<file path="config.mk">
export PLATFORM = sky130hd
export DESIGN_NAME = hostclk_out
export DESIGN_NICKNAME = d
export VERILOG_FILES = /design/src/rtl/hc_pkg.sv /design/src/rtl/hc_cfg.sv /design/src/rtl/hc_sync.sv /design/src/rtl/hc_core.sv /design/src/rtl/hostclk_out.sv
export SDC_FILE = /design/constraint.sdc
export NUM_CORES = 1
export LEC_CHECK = 0
export BUFFER_PORTS_ARGS = -buffer_cell sky130_fd_sc_hd__buf_2
export CAP_MARGIN = 10
export CORE_ASPECT_RATIO = 1.25
export CORE_UTILIZATION = 49
export DETAILED_ROUTE_END_ITERATION = 10
export PLACE_DENSITY = 0.74
export SYNTH_ARGS = -nofsm -noshare
export SYNTH_HDL_FRONTEND = slang
export SYNTH_SLANG_ARGS = --single-unit
</file>
<file path="constraint.sdc">
create_clock -name clk -period 6.7 [get_ports clk]
set_clock_uncertainty 0.2 [all_clocks]
set_input_delay 1.005 -clock clk [delete_from_list [all_inputs] [get_ports clk]]
set_output_delay 1.005 -clock clk [all_outputs]
set_load 0.01 [all_outputs]
</file>
<file path="src/rtl/hc_pkg.sv">
package hc_pkg;
  typedef enum logic [1:0] {
    ST_RUN   = 2'd0,
    ST_TAIL  = 2'd1,
    ST_SLEEP = 2'd2
  } hc_state_e;
endpackage

</file>
<file path="src/rtl/hc_cfg.sv">
module hc_cfg #(
  parameter int DW          = 8,
  parameter int TW          = 10,
  parameter int DIV_DEFAULT = 5,
  parameter int TAIL_DEFAULT = 128
) (
  input  logic          clk,
  input  logic          rst,
  input  logic          we,
  input  logic [DW-1:0] div_in,
  input  logic [TW-1:0] tail_in,
  input  logic          slow_in,
  output logic [DW-1:0] div_q,
  output logic [TW-1:0] tail_q,
  output logic          slow_q
);
  always_ff @(posedge clk) begin
    if (rst) begin
      div_q  <= DW'(DIV_DEFAULT);
      tail_q <= TW'(TAIL_DEFAULT);
      slow_q <= 1'b0;
    end else if (we) begin
      div_q  <= div_in;
      tail_q <= tail_in;
      slow_q <= slow_in;
    end
  end

  AST_CFG_HOLD: assert property (@(posedge clk) disable iff (rst)
    !we |=> ($stable(div_q) && $stable(tail_q) && $stable(slow_q)));
endmodule

</file>
<file path="src/rtl/hc_sync.sv">
module hc_sync #(
  parameter int STAGES = 2
) (
  input  logic clk,
  input  logic rst,
  input  logic d,
  output logic q
);
  logic [STAGES-1:0] sh;
  always_ff @(posedge clk) begin
    if (rst) sh <= '0;
    else     sh <= {sh[STAGES-2:0], d};
  end
  assign q = sh[STAGES-1];
endmodule

</file>
<file path="src/rtl/hc_core.sv">
module hc_core
  import hc_pkg::*;
#(
  parameter int DW = 8,
  parameter int TW = 10
) (
  input  logic          clk,
  input  logic          rst,
  input  logic          osc_en,
  input  logic [DW-1:0] ratio,
  input  logic [TW-1:0] tail,
  input  logic          slow_en,
  input  logic          slow_s,
  output logic          host_clk,
  output logic          xtal_keep
);
  hc_state_e     state_q, state_n;
  logic [DW-1:0] cnt_q, cnt_n, ratio_eff, last_cnt;
  logic [TW-1:0] left_q, left_n, tail_eff, left_eff;
  logic          host_q, host_n, gate_q, gate_n, keep_q;
  logic          tick, fall, tail_act;

  always_comb begin
    ratio_eff = (ratio == '0) ? DW'(1) : ratio;
    tail_eff  = (tail == '0) ? TW'(1) : tail;
    last_cnt  = ratio_eff - DW'(1);
    tick      = (state_q != ST_SLEEP) && (cnt_q == last_cnt);
    fall      = tick && host_q;
    tail_act  = (state_q != ST_SLEEP) && !osc_en;
    left_eff  = (state_q == ST_RUN) ? tail_eff : left_q;
  end

  always_comb begin
    state_n = state_q;
    cnt_n   = cnt_q;
    left_n  = left_q;
    host_n  = host_q;
    gate_n  = gate_q;
    if (state_q == ST_SLEEP) begin
      cnt_n = '0;
      if (osc_en && !host_q) begin
        state_n = ST_RUN;
        gate_n  = 1'b0;
        host_n  = 1'b0;
      end else begin
        if (gate_q) gate_n = !((!slow_en || osc_en) && !slow_s);
        else        gate_n = slow_en && !osc_en && !slow_s;
        host_n = gate_n && slow_s;
      end
    end else begin
      cnt_n  = tick ? '0 : cnt_q + DW'(1);
      host_n = tick ? ~host_q : host_q;
      gate_n = 1'b0;
      if (tail_act) begin
        if (fall && left_eff <= TW'(1)) begin
          state_n = ST_SLEEP;
          cnt_n   = '0;
        end else begin
          state_n = ST_TAIL;
          left_n  = fall ? left_eff - TW'(1) : left_eff;
        end
      end else begin
        state_n = ST_RUN;
      end
    end
  end

  always_ff @(posedge clk) begin
    if (rst) begin
      state_q <= ST_RUN;
      cnt_q   <= '0;
      left_q  <= '0;
      host_q  <= 1'b0;
      gate_q  <= 1'b0;
      keep_q  <= 1'b1;
    end else begin
      state_q <= state_n;
      cnt_q   <= cnt_n;
      left_q  <= left_n;
      host_q  <= host_n;
      gate_q  <= gate_n;
      keep_q  <= (state_n != ST_SLEEP);
    end
  end

  assign host_clk  = host_q;
  assign xtal_keep = keep_q;

  AST_DIV_TOGGLE: assert property (@(posedge clk) disable iff (rst)
    ($past(state_q) != ST_SLEEP && state_q != ST_SLEEP && host_q != $past(host_q))
      |-> ($past(cnt_q) == $past(last_cnt)));
  AST_KEEP_DROP_LOW: assert property (@(posedge clk) disable iff (rst)
    $fell(keep_q) |-> !host_q);
  AST_TAIL_ABORT: assert property (@(posedge clk) disable iff (rst)
    (state_q == ST_TAIL && osc_en) |=> (state_q == ST_RUN));
  AST_SLEEP_FOLLOW: assert property (@(posedge clk) disable iff (rst)
    (state_q == ST_SLEEP && $past(state_q) == ST_SLEEP && host_q) |-> $past(slow_s));
  AST_SLEEP_OFF: assert property (@(posedge clk) disable iff (rst)
    (state_q == ST_SLEEP && !gate_q) |-> !host_q);
endmodule

</file>
<file path="src/rtl/hostclk_out.sv">
module hostclk_out #(
  parameter int DW           = 8,
  parameter int TW           = 10,
  parameter int DIV_DEFAULT  = 5,
  parameter int TAIL_DEFAULT = 128,
  parameter int SYNC_STAGES  = 2
) (
  input  logic          clk,
  input  logic          rst,
  input  logic          cfg_we,
  input  logic [DW-1:0] cfg_div,
  input  logic [TW-1:0] cfg_tail,
  input  logic          cfg_slow_en,
  input  logic          osc_en,
  input  logic          slow_clk,
  output logic          host_clk,
  output logic          xtal_keep
);
  logic [DW-1:0] div_q;
  logic [TW-1:0] tail_q;
  logic          slow_q, slow_s;

  hc_cfg #(.DW(DW), .TW(TW), .DIV_DEFAULT(DIV_DEFAULT), .TAIL_DEFAULT(TAIL_DEFAULT)) u_cfg (
    .clk(clk), .rst(rst), .we(cfg_we), .div_in(cfg_div), .tail_in(cfg_tail),
    .slow_in(cfg_slow_en), .div_q(div_q), .tail_q(tail_q), .slow_q(slow_q)
  );

  hc_sync #(.STAGES(SYNC_STAGES)) u_sync (
    .clk(clk), .rst(rst), .d(slow_clk), .q(slow_s)
  );

  hc_core #(.DW(DW), .TW(TW)) u_core (
    .clk(clk), .rst(rst), .osc_en(osc_en), .ratio(div_q), .tail(tail_q),
    .slow_en(slow_q), .slow_s(slow_s), .host_clk(host_clk), .xtal_keep(xtal_keep)
  );
endmodule

</file>
==> results of run 1 <==
## layer usage
| metal | global-route usage | vias to the layer above | wire length (microns) |
|---|---|---|---|
| li1 | - | 1144 | - |
| met1 | 0.2909 | 1055 | 2619 |
| met2 | 0.4444 | 49 | 3102 |
| met3 | 0.04645 | 18 | 234 |
| met4 | 0.1043 | 0 | 216 |
| met5 | 0 | - | 0 |
## flip-flops by register name, indices dropped and copies added, names as in the netlist, named ones only
register / cells
u_sync.sh: 2
u_core.state_q: 2
u_core.cnt_q: 8
u_core.left_q: 10
u_core.host_clk: 1
u_cfg.tail_q: 10
u_core.xtal_keep: 1
u_cfg.div_q: 8
u_cfg.slow_q: 1
## cell type report
class,instances,area [sq um],area share
Clock buffer,7,96.34,0.03401
Clock inverter,1,30.03,0.01060
Inverter,9,33.78,0.01193
Multi-Input combinational cell,235,1574,0.5557
Sequential cell,44,880.8,0.3110
Tap cell,62,77.57,0.02739
Timing Repair Buffer,27,140.1,0.04947
## stage by stage
step / cell area, sq um / utilization / hold slack (ns) / power [uW]
6_report: 2833 / 0.5616 / 0.2386 / 630.2
5_1_grt: 2833 / 0.5616 / 0.2530 / 662.2
4_1_cts: 2833 / 0.5616 / 0.2386 / 632.3
3_5_place_dp: 2706 / 0.5366 / 0.2231 / 409.5
3_3_place_gp: 2706 / 0.5366 / 0.2257 / 407.0
2_1_floorplan: 2559 / - / 0.2138 / 379.5
## cells by family after synthesis
family,share of synthesized area
buffers and inverters,0.04058
multiplexers,0.07482
flip-flops,0.3443
adder cells (fa/ha/maj),0.01956
AND/OR/NAND/NOR,0.2616
XOR/XNOR,0.04450
AO/OA/AOI/OAI,0.2147
## worst min path at each step
| stage | to | depth (start not counted) | slack [ns] | startpoint |
|---|---|---|---|---|
| after detailed placement | u_sync.sh[1]$_SDFF_PP0_ | 1 | 0.22 | u_sync.sh[0]$_SDFF_PP0_ |
| final | u_sync.sh[1]$_SDFF_PP0_ | 1 | 0.24 | u_sync.sh[0]$_SDFF_PP0_ |
| after global routing | u_sync.sh[1]$_SDFF_PP0_ | 1 | 0.25 | u_sync.sh[0]$_SDFF_PP0_ |
| after global placement | u_sync.sh[1]$_SDFF_PP0_ | 1 | 0.23 | u_sync.sh[0]$_SDFF_PP0_ |
| after floorplan | u_sync.sh[1]$_SDFF_PP0_ | 1 | 0.21 | u_sync.sh[0]$_SDFF_PP0_ |
| after CTS | u_sync.sh[1]$_SDFF_PP0_ | 1 | 0.24 | u_sync.sh[0]$_SDFF_PP0_ |
## report_power, final
group	switching [uW]	leakage, uW	internal (uW)
clock	93.9	0.0000645	132
sequential	19.5	0.000361	275
combinational	62.9	0.000704	47.2
total	176	0.00113	454
## layout by cell type (no fill, tap or decap), drive strengths merged, types with 2 or more instances in the layout
cell type / n
a31oi: 6
and2: 3
a21oi: 15
o31ai: 3
mux2i: 18
nor4b: 2
o21ai: 11
inv: 9
xor2: 6
or3: 2
a21o: 2
nor3b: 2
and3: 4
nand3b: 2
o22ai: 2
o2111ai: 2
buf: 27
nor3: 9
clkbuf: 7
nand3: 9
nor2b: 11
nand2: 14
a22o: 2
xnor2: 7
ha: 4
a211oi: 5
or2: 2
dfxtp: 44
a211o: 5
o21a: 3
nand4: 6
o211ai: 7
nand2b: 7
nor4: 7
or4: 3
nor2: 39
==> flow_summary.yaml, run 1 <==
synth:
  yosys_warnings: 0
  ys_top_cells_by_count: "dfxtp_1, nor2_1, mux2i_1"
  synthDistinctLibCells: 62
  yosys.area.top_type: "dfxtp_1"
  syn_nets: 332
  ys_seq_area_frac: 0.3443
  synth_area_leaders: "dfxtp_1, mux2i_1, nor2_1"
  syn-instance-count: 304
  synth_edf_count: 0
  synth_ff_type: "dfxtp_1"
  ys_seq_elements: 44
  synth_area_per_cell_sq_um: 8.417
  synth_top_area_share: 0.3443
  yosysMostFrequentCell: "dfxtp_1"
  syn-cell-area_sq_um: 2559
  async_flop_share: 0
critical_path:
  worst_setup_path_end_kind: "flip-flop"
  path_buf_inv: 1
  start_kind: "flip-flop"
  crit_required_ns: 6.72
  crit_family: "simple AND/OR/NAND/NOR gates"
  max_stage_delay_ns: 0.66
  reg2reg_to: "u_core.left_q[0]$_SDFFE_PP0P_"
  rr_worst_depth: 10
  cp_data_arrival_time_ns: 3.66
  crit_slowest_cell: "nor4_4"
  crit_start: "u_cfg.div_q[5]$_SDFFE_PP0P_"
  cp.depth: 10
  crit_fanout: 16
  rrSetupSlack_ns: 3.06
  crit_end: "u_core.left_q[0]$_SDFFE_PP0P_"
  rr_startpoint: "u_cfg.div_q[5]$_SDFFE_PP0P_"
  path_cells: "nor4_2 > a21o_1 > inv_1 > ha_1 > a22o_1 > a211o_1 > nor4_4 > and2_1 > xnor2_1 > a211oi_2"
  worstSetupPathType: "flip-flop to flip-flop"
detailed_routing:
  via_per_inst: 5.886
  routed_wl_mm: 6.173
  vias: 2266
  drt_iter0_drc: 175
  drtAntennaViolNets: 0
  drc_errors: 0
  drt-wirelength-per-cell_microns: 16.03
  dr.pass1.iters: 4
run:
  maxCapViolCount: 0
placed_design:
  hpwlAfterDp_mm: 4.350
  place.gp.congestion: 0.8895
  place_inst: 377
  portBuffers: 25
  place_ws_ns: 3.101
timing:
  worst_pin_slew_ns: 0.7983
  setup_tns_ns: 0
  rsz0062_at_grt: "no"
  setup_violations: 0
  layout_min_cycle_time_ns: 3.639
  hold_viol: 0
  fmax_ghz: 0.2748
  slew_headroom: 0.4603
  maxSlewViolCount: 0
  finalCritPeriodShare: 0.5432
  fin_ws_ns: 3.061
clock_tree:
  clk_pin_slew_ns: 0.09
  clockRootBuffer: "clkbuf_8"
  cts_buffers: 5
  cts_resized: 0
  cts_buffer_depth: 2
  cts_max_level: 2
  ctsHoldBuffers: 0
  clock_latency_ns: 0.30
  numClockSinks: 44
  post-cts-setup-buffers: 0
  tritoncts: "yes"
die:
  pin_count: 26
  die_h_microns: 82.79
  die_width_microns: 66.64
  start_util: 0.5073
  core_sq_um: 5044
  rows: 29
  dieArea_sq_um: 5517
cells_and_area:
  fillerInstances: 457
  fin_cells: 385
  drive_above_1_share: 0.1486
  area_growth_pct: 10.71
  diodes: 0
  finalNetCount: 350
power_and_ir_drop:
  power.density_cell_area_nw_per_um2: 222.5
  ir_drop_mv: 0.1188
  leakage_uw: 0.001130
grt:
  grt_max_degree: 44
  antenna_found_initial: 0
  grt-ovfl-total: 0
  gr-usage-all-layers: 0.2501
  grt_pass1_wl_mm: 10.47
  grt_pass1_vias: 2235
worst_hold_path:
  min_path_type: "flip-flop to flip-flop"
status:
  status: "finished, final reports clean"
No activity file was read; power rests on OpenSTA's default activity.
==> inputs of run 2 (changes only) <==
- PLACE_DENSITY: 0.74 -> 0.77
- clock period: 6.7 -> 3.3 ns (I/O delays scaled with it)
==> flow_summary.yaml, run 2 (synthesis results as in run 1) <==
status:
  status: "finished, final reports clean"
grt:
  gr-usage-all-layers: 0.2497
  grt-ovfl-total: 0
  grt_pass1_vias: 2223
  grt_pass1_wl_mm: 10.36
  grt_max_degree: 44
  antenna_found_initial: 0
clock_tree:
  cts_buffer_depth: 2
  clk_pin_slew_ns: 0.08
  cts_buffers: 5
  cts_max_level: 2
  ctsHoldBuffers: 0
  tritoncts: "yes"
  clock_latency_ns: 0.29
  numClockSinks: 44
  clockRootBuffer: "clkbuf_8"
critical_path:
  start_kind: "flip-flop"
  reg2reg_to: "u_core.left_q[4]$_SDFFE_PP0P_"
  crit_fanout: 7
  worstSetupPathType: "flip-flop to flip-flop"
  worst_setup_path_end_kind: "flip-flop"
  rrSetupSlack_ns: 0.16
  rr_startpoint: "u_cfg.div_q[5]$_SDFFE_PP0P_"
  cp_data_arrival_time_ns: 3.15
  crit_required_ns: 3.31
  rr_worst_depth: 11
power_and_ir_drop:
  combPwrFrac: 0.221
  seqPwrFrac: 0.503
  power.density_cell_area_nw_per_um2: 402.8
  p_switching_uw: 361.0
  ir_drop_mv: 0.2416
  power_frac_clock: 0.276
  cellInternalPower_uw: 817.9
  leakage_uw: 0.001180
  p_sw_frac: 0.3062
worst_hold_path:
  whs_path_depth: 2
  min_path_type: "input port to flip-flop"
  hold_end: "u_sync.sh[0]$_SDFF_PP0_"
  hp-start: "slow_clk"
placed_design:
  place.gp.congestion: 0.9857
  portBuffers: 25
  place_inst: 389
  place_area_sq_um: 2796
  hpwlAfterDp_mm: 4.567
detailed_routing:
  drt_iter0_drc: 150
  via_per_inst: 6.085
  drc_errors: 0
  routed_wl_mm: 6.594
  drt-wirelength-per-cell_microns: 16.57
  dr.pass1.iters: 4
  drtAntennaViolNets: 0
  vias: 2422
timing:
  fmax_ghz: 0.3183
  rsz0062_at_grt: "no"
  setup_tns_ns: 0
  layout_min_cycle_time_ns: 3.142
  finalCritPeriodShare: 0.9520
  hold_viol: 0
  setup_violations: 0
  maxSlewViolCount: 0
  slew_headroom: 0.4634
  worst_pin_slew_ns: 0.8049
cells_and_area:
  layout_common_cells: "dfxtp_1, nor2_1, buf_2"
  stdcell_area_sq_um: 2927
  diodes: 0
  drive_above_1_share: 0.1935
  final_common_cell: "dfxtp_1"
  finalNetCount: 364
  fin_util: 0.5803
  area_growth_pct: 14.38
  top_regs: "u_cfg.tail_q x10, u_core.left_q x10"
  fin_cells: 398
die:
  die_h_microns: 82.79
  rows: 29
  die_width_microns: 66.64
  pin_count: 26
  core_sq_um: 5044
  start_util: 0.5073
  dieArea_sq_um: 5517
run:
  maxCapViolCount: 0
-- run 2: worst max-delay path by stage --
stage               cells past startpoint  slack [ns]                   startpoint                       endpoint
floorplan                              12        0.06  u_cfg.div_q[5]$_SDFFE_PP0P_  u_core.left_q[3]$_SDFFE_PP0P_
global placement                       11        0.12  u_cfg.div_q[7]$_SDFFE_PP0P_  u_core.left_q[6]$_SDFFE_PP0P_
detailed placement                     11        0.04  u_cfg.div_q[6]$_SDFFE_PP0P_  u_core.left_q[4]$_SDFFE_PP0P_
CTS                                    11        0.01  u_cfg.div_q[7]$_SDFFE_PP0P_  u_core.left_q[6]$_SDFFE_PP0P_
global route                           11        0.02  u_cfg.div_q[5]$_SDFFE_PP0P_  u_core.left_q[6]$_SDFFE_PP0P_
finish                                 11        0.16  u_cfg.div_q[5]$_SDFFE_PP0P_  u_core.left_q[4]$_SDFFE_PP0P_
-- run 2: layout make-up --
cell class | instances | area (sq um)
Tap cell | 62 | 77.57
Clock inverter | 1 | 5.005
Timing Repair Buffer | 40 | 237.7
Clock buffer | 6 | 72.57
Fill cell | 475 | 2117
Multi-Input combinational cell | 236 | 1618
Sequential cell | 44 | 882.1
Inverter | 9 | 33.78
-- run 2: worst max-delay path: stages (launching register included) --
cell	delay (ns)
dfxtp_1	0.34
nor4_4	0.29
a21o_1	0.17
inv_1	0.05
ha_2	0.30
xor2_1	0.13
o21ai_0	0.12
a211o_1	0.27
or4_4	0.57
o21ai_4	0.30
a211oi_1	0.15
o22ai_1	0.17
-- run 2: metrics by stage --
stage / setup WS, ns / hold slack (ns) / total power [uW]
3_3_place_gp: 0.1216 / 0.2287 / 846.8
6_report: 0.1585 / 0.2069 / 1179
2_1_floorplan: 0.06173 / 0.2138 / 770.5
4_1_cts: 0.01014 / 0.2040 / 1178
3_5_place_dp: 0.03833 / 0.2256 / 852.6
5_1_grt: 0.01647 / 0.2075 / 1235
-- run 2: power groups by stage --
stage               sequential (uW)  clock, uW  combinational, uW
detailed placement              603          0                249
finish                          593        326                260
global placement                603          0                244
global route                    598        352                285
floorplan                       596          0                175
CTS                             591        336                252
-- run 2: layer usage --
layer,global-route usage,share of wire,vias to the layer above
met5,0,0,-
met4,0.08723,0.023,0
met3,0.03415,0.051,13
met2,0.4596,0.52,83
met1,0.2917,0.40,1154
li1,-,-,1172
-- run 2: what timing repair did --
action | CTS | global route
cloned | 0 | 1
setup endpoints to repair | 1 | 12
gates resized for setup | 1 | 6
pin swaps | 0 | 1
setup buffers | 0 | 1
hold endpoints to repair | 0 | 0
